## src/rtl/cbh_pkg.sv

```systemverilog
package cbh_pkg;

    localparam int          CRC_BYTES  = 4;
    localparam logic [31:0] CRC_POLY   = 32'h04C1_1DB7;
    localparam logic [31:0] CRC_SEED   = 32'hFFFF_FFFF;
    localparam logic [31:0] CRC_XOROUT = 32'hFFFF_FFFF;

    typedef enum logic [3:0] {
        ST_IDLE,
        ST_CMD,
        ST_CCRC,
        ST_TURN,
        ST_STAT,
        ST_BUSY,
        ST_RESP,
        ST_RCRC,
        ST_DONE
    } seq_state_e;

    typedef struct packed {
        logic rejected;
        logic bad_crc;
        logic timed_out;
    } xfer_flags_t;

    function automatic logic [31:0] bit_reverse32(input logic [31:0] v);
        logic [31:0] r;
        for (int i = 0; i < 32; i++) begin
            r[i] = v[31-i];
        end
        return r;
    endfunction

    // One byte through the reflected CRC-32 register, LSB of the byte first.
    function automatic logic [31:0] crc32_step(input logic [31:0] cur, input logic [7:0] b);
        logic [31:0] c;
        logic [31:0] p;
        logic        fb;
        c = cur;
        p = bit_reverse32(CRC_POLY);
        for (int i = 0; i < 8; i++) begin
            fb = c[0] ^ b[i];
            c  = c >> 1;
            if (fb) begin
                c = c ^ p;
            end
        end
        return c;
    endfunction

endpackage

```

## src/rtl/cbh_crc32.sv

```systemverilog
module cbh_crc32
    import cbh_pkg::*;
(
    input  logic        clk,
    input  logic        rst,
    input  logic        clear,
    input  logic        en,
    input  logic [7:0]  data,
    output logic [31:0] crc_out
);

    logic [31:0] acc_q;

    always_ff @(posedge clk) begin
        if (rst || clear) begin
            acc_q <= CRC_SEED;
        end else if (en) begin
            acc_q <= crc32_step(acc_q, data);
        end
    end

    assign crc_out = acc_q ^ CRC_XOROUT;

endmodule

```

## src/rtl/cbh_tx_mux.sv

```systemverilog
module cbh_tx_mux
    import cbh_pkg::*;
#(
    parameter int CMD_BYTES = 16,
    parameter int CI_W      = $clog2(CMD_BYTES)
) (
    input  logic [CMD_BYTES*8-1:0] cmd,
    input  logic [31:0]            crc,
    input  logic [CI_W-1:0]        idx,
    input  logic                   sel_cmd,
    input  logic                   sel_crc,
    output logic [7:0]             dout
);

    logic [7:0] cmd_b [CMD_BYTES];
    logic [7:0] crc_b [CRC_BYTES];

    for (genvar g = 0; g < CMD_BYTES; g++) begin : g_cmd
        assign cmd_b[g] = cmd[g*8 +: 8];
    end

    for (genvar g = 0; g < CRC_BYTES; g++) begin : g_crc
        assign crc_b[g] = crc[g*8 +: 8];
    end

    always_comb begin
        dout = 8'h00;
        if (sel_cmd) begin
            dout = cmd_b[idx];
        end else if (sel_crc) begin
            dout = crc_b[idx[1:0]];
        end
    end

endmodule

```

## src/rtl/cbh_ready_det.sv

```systemverilog
module cbh_ready_det #(
    parameter int TMO_W = 16
) (
    input  logic             clk,
    input  logic             rst,
    input  logic             active,
    input  logic             din0,
    input  logic [TMO_W-1:0] limit,
    output logic             ready,
    output logic             timeout
);

    logic [TMO_W-1:0] cnt_q;
    logic             seen_q;

    always_ff @(posedge clk) begin
        if (rst || !active) begin
            cnt_q  <= '0;
            seen_q <= 1'b0;
        end else begin
            cnt_q  <= cnt_q + TMO_W'(1);
            seen_q <= din0;
        end
    end

    assign ready   = active && din0 && seen_q;
    assign timeout = active && !ready && (cnt_q == limit);

    AST_READY_AFTER_HIGH: assert property (@(posedge clk) disable iff (rst)
        ready |-> $past(din0));
    AST_READY_IN_WINDOW: assert property (@(posedge clk) disable iff (rst)
        ready |-> $past(active));

endmodule

```

## src/rtl/cardbus_host.sv

```systemverilog
module cardbus_host
    import cbh_pkg::*;
#(
    parameter int CMD_BYTES   = 16,
    parameter int TURN_CYCLES = 2,
    parameter int MAX_RESP    = 512,
    parameter int TMO_W       = 16,
    parameter int LEN_W       = $clog2(MAX_RESP + 1)
) (
    input  logic                   clk,
    input  logic                   rst,
    input  logic                   req_valid,
    output logic                   req_ready,
    input  logic [CMD_BYTES*8-1:0] req_cmd,
    input  logic [LEN_W-1:0]       req_len,
    input  logic [TMO_W-1:0]       busy_limit,
    output logic                   bus_cs_n,
    output logic [7:0]             bus_dout,
    output logic                   bus_oe,
    input  logic [7:0]             bus_din,
    output logic                   rsp_valid,
    output logic [7:0]             rsp_data,
    output logic                   done,
    output logic                   err_status,
    output logic                   err_crc,
    output logic                   err_timeout
);

    localparam int CI_W  = $clog2(CMD_BYTES);
    localparam int IDX_W = (LEN_W > CI_W) ? LEN_W : CI_W;

    seq_state_e             state;
    logic [IDX_W-1:0]       idx_q;
    logic [CMD_BYTES*8-1:0] cmd_q;
    logic [LEN_W-1:0]       len_q;
    logic [TMO_W-1:0]       lim_q;
    xfer_flags_t            flags_q;
    logic                   rsp_valid_q;
    logic [7:0]             rsp_data_q;
    logic [23:0]            rxc_q;

    logic [31:0] tx_crc;
    logic [31:0] rx_crc;
    logic        drive_cmd;
    logic        drive_crc;
    logic        busy_ready;
    logic        busy_timeout;
    logic        idle;

    assign idle      = (state == ST_IDLE);
    assign drive_cmd = (state == ST_CMD);
    assign drive_crc = (state == ST_CCRC);

    cbh_tx_mux #(
        .CMD_BYTES (CMD_BYTES),
        .CI_W      (CI_W)
    ) u_tx_mux (
        .cmd     (cmd_q),
        .crc     (tx_crc),
        .idx     (idx_q[CI_W-1:0]),
        .sel_cmd (drive_cmd),
        .sel_crc (drive_crc),
        .dout    (bus_dout)
    );

    cbh_crc32 u_tx_crc (
        .clk     (clk),
        .rst     (rst),
        .clear   (idle),
        .en      (drive_cmd),
        .data    (bus_dout),
        .crc_out (tx_crc)
    );

    cbh_crc32 u_rx_crc (
        .clk     (clk),
        .rst     (rst),
        .clear   (idle),
        .en      (state == ST_RESP),
        .data    (bus_din),
        .crc_out (rx_crc)
    );

    cbh_ready_det #(
        .TMO_W (TMO_W)
    ) u_ready (
        .clk     (clk),
        .rst     (rst),
        .active  (state == ST_BUSY),
        .din0    (bus_din[0]),
        .limit   (lim_q),
        .ready   (busy_ready),
        .timeout (busy_timeout)
    );

    always_ff @(posedge clk) begin
        if (rst) begin
            state       <= ST_IDLE;
            idx_q       <= '0;
            cmd_q       <= '0;
            len_q       <= '0;
            lim_q       <= '0;
            flags_q     <= '0;
            rsp_valid_q <= 1'b0;
            rsp_data_q  <= '0;
            rxc_q       <= '0;
        end else begin
            rsp_valid_q <= 1'b0;
            case (state)
                ST_IDLE: begin
                    if (req_valid) begin
                        cmd_q   <= req_cmd;
                        len_q   <= req_len;
                        lim_q   <= busy_limit;
                        flags_q <= '0;
                        idx_q   <= '0;
                        state   <= ST_CMD;
                    end
                end
                ST_CMD: begin
                    if (idx_q == IDX_W'(CMD_BYTES - 1)) begin
                        idx_q <= '0;
                        state <= ST_CCRC;
                    end else begin
                        idx_q <= idx_q + IDX_W'(1);
                    end
                end
                ST_CCRC: begin
                    if (idx_q == IDX_W'(CRC_BYTES - 1)) begin
                        idx_q <= '0;
                        state <= ST_TURN;
                    end else begin
                        idx_q <= idx_q + IDX_W'(1);
                    end
                end
                ST_TURN: begin
                    if (idx_q == IDX_W'(TURN_CYCLES - 1)) begin
                        idx_q <= '0;
                        state <= ST_STAT;
                    end else begin
                        idx_q <= idx_q + IDX_W'(1);
                    end
                end
                ST_STAT: begin
                    if (bus_din != 8'h00) begin
                        flags_q.rejected <= 1'b1;
                        state            <= ST_DONE;
                    end else begin
                        state <= ST_BUSY;
                    end
                end
                ST_BUSY: begin
                    if (busy_ready) begin
                        idx_q <= '0;
                        state <= (len_q == '0) ? ST_RCRC : ST_RESP;
                    end else if (busy_timeout) begin
                        flags_q.timed_out <= 1'b1;
                        state             <= ST_DONE;
                    end
                end
                ST_RESP: begin
                    rsp_valid_q <= 1'b1;
                    rsp_data_q  <= bus_din;
                    if (idx_q == IDX_W'(len_q - LEN_W'(1))) begin
                        idx_q <= '0;
                        state <= ST_RCRC;
                    end else begin
                        idx_q <= idx_q + IDX_W'(1);
                    end
                end
                ST_RCRC: begin
                    rxc_q <= {bus_din, rxc_q[23:8]};
                    if (idx_q == IDX_W'(CRC_BYTES - 1)) begin
                        flags_q.bad_crc <= ({bus_din, rxc_q} != rx_crc);
                        idx_q           <= '0;
                        state           <= ST_DONE;
                    end else begin
                        idx_q <= idx_q + IDX_W'(1);
                    end
                end
                ST_DONE: begin
                    state <= ST_IDLE;
                end
                default: begin
                    state <= ST_IDLE;
                end
            endcase
        end
    end

    assign req_ready   = idle;
    assign bus_cs_n    = idle || (state == ST_DONE);
    assign bus_oe      = drive_cmd || drive_crc;
    assign rsp_valid   = rsp_valid_q;
    assign rsp_data    = rsp_data_q;
    assign done        = (state == ST_DONE);
    assign err_status  = flags_q.rejected;
    assign err_crc     = flags_q.bad_crc;
    assign err_timeout = flags_q.timed_out;

    AST_DRIVE_NEEDS_SELECT: assert property (@(posedge clk) disable iff (rst)
        bus_oe |-> !bus_cs_n);
    AST_RSP_BUS_RELEASED: assert property (@(posedge clk) disable iff (rst)
        rsp_valid |-> !bus_oe);
    AST_DONE_SINGLE: assert property (@(posedge clk) disable iff (rst)
        done |=> !done);
    AST_DONE_DESELECT: assert property (@(posedge clk) disable iff (rst)
        done |-> bus_cs_n);
    AST_ONE_ERROR: assert property (@(posedge clk) disable iff (rst)
        done |-> ($countones({err_status, err_crc, err_timeout}) <= 1));
    AST_DONE_THEN_READY: assert property (@(posedge clk) disable iff (rst)
        done |=> req_ready);
    AST_REQ_IGNORED_LEN: assert property (@(posedge clk) disable iff (rst)
        !req_ready |=> $stable(len_q));
    AST_REQ_IGNORED_CMD: assert property (@(posedge clk) disable iff (rst)
        !req_ready |=> $stable(cmd_q));

endmodule

```

## config.mk

```make
export PLATFORM = sky130hd
export DESIGN_NAME = cardbus_host
export DESIGN_NICKNAME = d
export VERILOG_FILES = /design/src/rtl/cbh_pkg.sv /design/src/rtl/cbh_crc32.sv /design/src/rtl/cbh_tx_mux.sv /design/src/rtl/cbh_ready_det.sv /design/src/rtl/cardbus_host.sv
export SDC_FILE = /design/constraint.sdc
export NUM_CORES = 1
export LEC_CHECK = 0
export ABC_AREA = 0
export BUFFER_PORTS_ARGS = -buffer_cell sky130_fd_sc_hd__buf_2
export CAP_MARGIN = 20
export CORE_ASPECT_RATIO = 0.9
export CORE_MARGIN = 2
export CORE_UTILIZATION = 48
export CTS_BUF_LIST = sky130_fd_sc_hd__clkbuf_16
export DETAILED_ROUTE_END_ITERATION = 16
export MAX_ROUTING_LAYER = met4
export PLACE_DENSITY = 0.68
export SETUP_SLACK_MARGIN = 0.02
export SYNTH_ARGS = -nofsm -noshare
export SYNTH_HDL_FRONTEND = slang
export SYNTH_SLANG_ARGS = --single-unit
```

## constraint.sdc

```tcl
create_clock -name clk -period 5.8 [get_ports clk]
set_input_delay 1.74 -clock clk [delete_from_list [all_inputs] [get_ports clk]]
set_output_delay 1.74 -clock clk [all_outputs]
set_load 0.02 [all_outputs]
```

* Word-level counts from Yosys, hierarchy flattened
Index checks and enable logic that the tools add are counted.
** Word-level totals
- Flip-flop bits (word level) :: 285
- Output and inout port bits :: 24
- Word-level logic and storage cells :: 184
** Cells by class
- Add/sub/neg operators :: 3
- Magnitude comparators :: 2
- Eq/ne operators :: 25
- Muxes and demuxes :: 79
- Bitwise operators :: 36
- Reduce and logical (&&, ||, !) cells :: 24
** Operators by type and width (count)
- 32-bit two-way mux :: 44
- 13-bit inverter with 14-bit output :: 16
- 32-bit inverter :: 2
- 10-bit two-way mux :: 6
- 10-bit case mux with 6 select lines :: 1
- 8-bit two-way mux :: 6
- 4-bit two-way mux :: 9
- 8-bit binary-select mux with 4-bit select :: 1
- 32-bit inequality test :: 1
- 4-bit case mux with 8 select lines :: 1
- 16-bit by 1-bit adder with 16-bit output (second input constant) :: 1
- 8-bit binary-select mux with 2-bit select :: 1
- 16-bit equality test :: 1
- 4-bit by 3-bit equality test with 1-bit output (second input constant) :: 4
- 2-bit inequality test (second input constant) :: 8
- 1-bit XOR :: 16
- 10-bit by 1-bit adder with 10-bit output (second input constant) :: 1
- 10-bit by 1-bit equality test with 1-bit output (second input constant) :: 1
- 10-bit equality test :: 1
- 10-bit by 2-bit equality test with 1-bit output (second input constant) :: 1
- 10-bit by 4-bit equality test with 1-bit output (second input constant) :: 1
- 10-bit zero test :: 1
- 10-bit by 1-bit subtractor with 10-bit output (second input constant) :: 1
- 3-bit AND reduction :: 3
- other kinds (23) :: 41

* Depth between registers and ports, before layout
- Word-level depth :: 36
- Depth in mapped cells :: 12
- Gate-level depth less buffers :: 10

* Cells and area by module
From an unflattened synthesis, not the netlist that was laid out.
** Unflattened totals
- Cells, all modules :: 1775
- Area total of the unflattened synthesis :: 14656.6 µm²
** By module, submodules not included
- cardbus_host :: instances 1, cells an instance 1062, area an instance 8257.9 µm²
- cbh_crc32 :: instances 2, cells an instance 213, area an instance 2013.2 µm²
- cbh_tx_mux :: instances 1, cells an instance 180, area an instance 1433.9 µm²
- cbh_ready_det :: instances 1, cells an instance 107, area an instance 938.4 µm²

* Least setup slack after synthesis
OpenSTA, ideal clock, no wires.
- Path kind :: input port to flip-flop
- Start point :: in bus_din[0]
- End point :: reg u_rx_crc.acc_q[20]
- Setup time :: 141 ps
- Data arrival time :: 3628 ps
- Required time :: 5659 ps
- Path slack :: 2030 ps
- Cell stages on the path :: 7
- Path buffers :: 1
- Cells stage by stage :: clkbuf_1 -> xnor2_2 -> xnor2_1 -> xnor2_1 -> xnor2_1 -> xnor2_1 -> o211ai_1
** Between the ends
- Longest elaborated chain between the ends :: 28
** Ends and longest elaborated chain
- start, declared :: line cardbus_host.sv:20 : input logic [7:0] bus_din,
- 1-bit XOR * :: line cbh_pkg.sv:42 : fb = c[0] ^ b[i];
- 32-bit two-way mux * :: line cbh_pkg.sv:44 : if (fb) begin
- 32-bit two-way mux * :: line cbh_crc32.sv:17 : end else if (en) begin
- 32-bit two-way mux * :: line cbh_crc32.sv:15 : if (rst || clear) begin
- 13-bit inverter with 14-bit output (no line)
- 32-bit two-way mux * :: line cbh_pkg.sv:44
- 32-bit two-way mux * :: line cbh_crc32.sv:17
- 32-bit two-way mux * :: line cbh_crc32.sv:15
- (+12 left out)
- 32-bit two-way mux * :: line cbh_crc32.sv:17
- 32-bit two-way mux * :: line cbh_crc32.sv:15
- 13-bit inverter with 14-bit output (no line)
- 32-bit two-way mux * :: line cbh_pkg.sv:44
- 32-bit two-way mux * :: line cbh_crc32.sv:17
- 32-bit two-way mux * :: line cbh_crc32.sv:15
- 13-bit inverter with 14-bit output (no line)
- 32-bit two-way mux * :: line cbh_pkg.sv:44
- end signal, assigned :: line cbh_crc32.sv:18 : acc_q <= crc32_step(acc_q, data);
- end, declared :: line cbh_crc32.sv:12 : logic [31:0] acc_q;
Every way passes the cells marked *; elsewhere a longest branch is shown, timed or not. The select of a mux whose other input is x is not followed.
A chain may end at the register's enable or synchronous reset.

* Worst setup path in the final report
- Start point :: reg idx_q[1]
- End point :: out bus_dout[2]
** Between the ends
- Longest elaborated chain between the ends :: 6
** Ends and longest elaborated chain
- start, declared :: line cardbus_host.sv:33 : logic [IDX_W-1:0] idx_q;
- start signal, assigned :: line cardbus_host.sv:125 : idx_q <= idx_q + IDX_W'(1);
- start signal, assigned :: line cardbus_host.sv:133 : idx_q <= idx_q + IDX_W'(1);
- start signal, assigned :: line cardbus_host.sv:141 : idx_q <= idx_q + IDX_W'(1);
- parallel branches: the longest is 5 deep, another holds 8-bit binary-select mux with 4-bit select
- 8-bit two-way mux * :: line cbh_tx_mux.sv:28 : if (sel_cmd) begin
- end, declared :: line cardbus_host.sv:18 : output logic [7:0] bus_dout,
Mark *: on every way between the ends. The select of a mux whose other input is x is not followed.

==> flow_metrics.tcl <==
set metrics [dict create \
    whs_endpoint "cmd_q[96]" \
    ctsResizeCount 0 \
    grtUsageTotal_pct 23.8 \
    routed_wl_mm 36.1 \
    worstPathRequired_ps 4060 \
    dr.pass1.iters 5 \
    path_clk_slew_ps 60 \
    fin_crit_sh_pct 82.5 \
    clock-sinks 285 \
    htree_levels 1 \
    syn_inst 1622 \
    multi_input_area_mm2 0.00775 \
    rsz0062_at_grt "no" \
    grt_overflow 0 \
    syn_to_final_growth_pct 14.7 \
    yosysUniqueCellTypes 62 \
    reg2regPathDepth 9 \
    root_buffer "clkbuf_16" \
    drtIter0Drc 820 \
    min_period_ps 4790 \
    synth_edf_count 0 \
    synth-main-ff-cell "dfxtp_1" \
    path_cells "nor2b_1 -> a22oi_1 -> a31oi_1 -> nand2_1 -> buf_2" \
    setup_ws_ps 1010 \
    n_antenna_cell 0 \
    cp_max_fo 32 \
    ys_warn_count 0 \
    cts_made_buffers 31 \
    yosys-top-cells-area "dfxtp_1 41%, nand2_1 13%, a21oi_1 8.0%" \
    viasPerCell 5.43 \
    grt_start_max_net_pins 124 \
    post-place-ws_ps 1580 \
    yosys-top-cells-count "467 x nand2_1, 285 x dfxtp_1, 223 x a21oi_1, 103 x xnor2_1, 83 x clkbuf_1" \
    first_global_vias 10889 \
    dpl.hpwl_mm 25.2 \
    synth.net_count 1791 \
    cts-hold-fix-buffers 0 \
    criticalPathCategory "flop to output port" \
    netlist_area_mm2 0.0140 \
    fp.coreArea_mm2 0.0288 \
    die_h_um 166 \
    antenna_found_initial 0 \
    setup_violations 0 \
    timing.final.hold_violations 0 \
    fin_setup_tns_ps 0 \
    boundaryPins 189 \
    rows 59 \
    avgSynthCellArea_um2 8.61 \
    detail-route-antenna-nets 0 \
    drv_cap 0 \
    synth-seq-cells 285 \
    synth_top_area_share_pct 40.8 \
    grt_pass1_wl_mm 57.5 \
    yosysMostFrequentCell "nand2_1" \
    cp_data_arrival_time_ps 3050 \
    cts_tree "yes" \
    status "finished, final reports clean" \
    seqCellArea_mm2 0.00571 \
    critPathCaptureType "output port" \
    worst_pin_slew_ps 1100 \
    power.density_mw_per_mm2 427 \
    wire_per_inst_um 16.9 \
    r2r_start "state[1]" \
    slew_headroom_pct 26.3 \
    peakVddDrop_v 0.000364 \
    insertion_delay_ps 560 \
    crit_path_start "idx_q[1]" \
    worstHoldStart "cmd_q[96]" \
    timing.rr.end "u_tx_crc.acc_q[25]" \
    drv_slew 0 \
    die_width_um 184 \
    drc 0 \
    ys_seq_area_share_pct 40.8 \
    cts_buffer_depth 3 \
    hold_path.class "flop to flop" \
    fmax_mhz 209 \
    holdPathStages 2 \
    cts_setup_buffers 0 \
    p_leak_nw 6.32 \
    cp_slowest_cell "dfxtp_2" \
    dieArea_mm2 0.0305 \
    start_kind "flop" \
    skew_ps 10.5 \
    portBuffers 188 \
    nets 1916 \
    fillCellCount 2647 \
    slowest_delay_ps 970 \
    synth-async-reset-ratio_pct 0 \
    synth_top_area_cell "dfxtp_1" \
    gp_congestion 0.903 \
    via_count 11610 \
    drive_gt1_share_pct 17.1 \
    worst-r2r-setup-slack_ps 1830 \
    initial_core_util_pct 48.5 \
]
## critical path, delay by kind of cell, from the launching register on
| family | cells | cell delay, ps |
|---|---|---|
| buffers and inverters | 1 | 190 |
| DFF | 1 | 970 |
| AOI/OAI and AO/OA | 2 | 630 |
| and+or+nand+nor | 2 | 680 |
## registers in the layout, indices dropped and copies added, names as in the netlist
signal	count
cmd_q	128
u_rx_crc.acc_q	32
u_tx_crc.acc_q	32
rxc_q	24
lim_q	16
u_ready.cnt_q	16
idx_q	10
len_q	10
rsp_data	8
state	4
err_crc	1
err_status	1
err_timeout	1
rsp_valid	1
u_ready.seen_q	1
## per-layer routing
layer	GRT usage (%)	share of wire, %	up-vias
met5	-	0	-
met4	5.39	2.2	0
met3	3.68	6.2	57
met2	35.8	44	381
met1	33.7	48	5423
li1	-	-	5749
## logic make-up after synthesis
family / share of synthesized area, %
AND/OR/NAND/NOR: 17.7
AO/OA/AOI/OAI: 14.5
flip-flops: 40.8
XOR/XNOR: 15.7
buffers and inverters: 3.83
multiplexers: 7.12
adder cells (fa/ha/maj): 0.358
## through the flow
step           cells  total power [W]  hold WS [ps]  util [%]  cell area, um^2
4_1_cts         2136          0.00689           455      55.6            16000
3_5_place_dp    2079          0.00490           447      52.0            15000
3_3_place_gp    2079          0.00486           440      52.0            15000
5_1_grt         2137          0.00722           473      55.7            16000
2_1_floorplan   1622          0.00438           433         -            14000
6_report        2137          0.00685           454      55.7            16000
## cells in the final DEF, fill, tap and decap left out, types with 5 or more instances in the layout
cell type  count
o21ai_0       14
mux4_2        24
nor3_1         8
nand2_1      466
a31oi_1        8
dfxtp_1      283
xnor2_1      103
nand3_1       20
xor2_1        77
o21ai_1        7
nand4_1       15
buf_4         11
mux2i_1       42
nor2_1        45
a21oi_1      223
o211ai_1      54
clkbuf_16     31
buf_2        187
clkinv_2       7
inv_1         14
clkinv_1       7
nor4_1         5
a22oi_1       15
xnor3_1       16
bufinv_16      5
## cell type report
cell class,instances,area share (%)
Timing Repair Buffer,200,6.52
Tap cell,366,2.86
Multi-Input combinational cell,1220,48.4
Sequential cell,285,35.6
Inverter,9,0.211
Clock buffer,31,4.84
Clock inverter,26,1.55
## how the worst max path moves through the flow
stage                               endpoint  cells after the start
final                            bus_dout[2]                      5
after floorplan           u_rx_crc.acc_q[20]                      7
after global placement           bus_dout[2]                      5
after CTS                        bus_dout[2]                      5
after global routing             bus_dout[2]                      5
after detailed placement         bus_dout[2]                      5
## where the power goes
part           total [W]  leakage [nW]  internal (W)  switching, W
Clock            0.00199         0.526       0.00119      0.000799
Combinational    0.00232          3.46       0.00104       0.00128
Sequential       0.00255          2.32       0.00223      0.000319
Power figures use the tool's default switching activity.
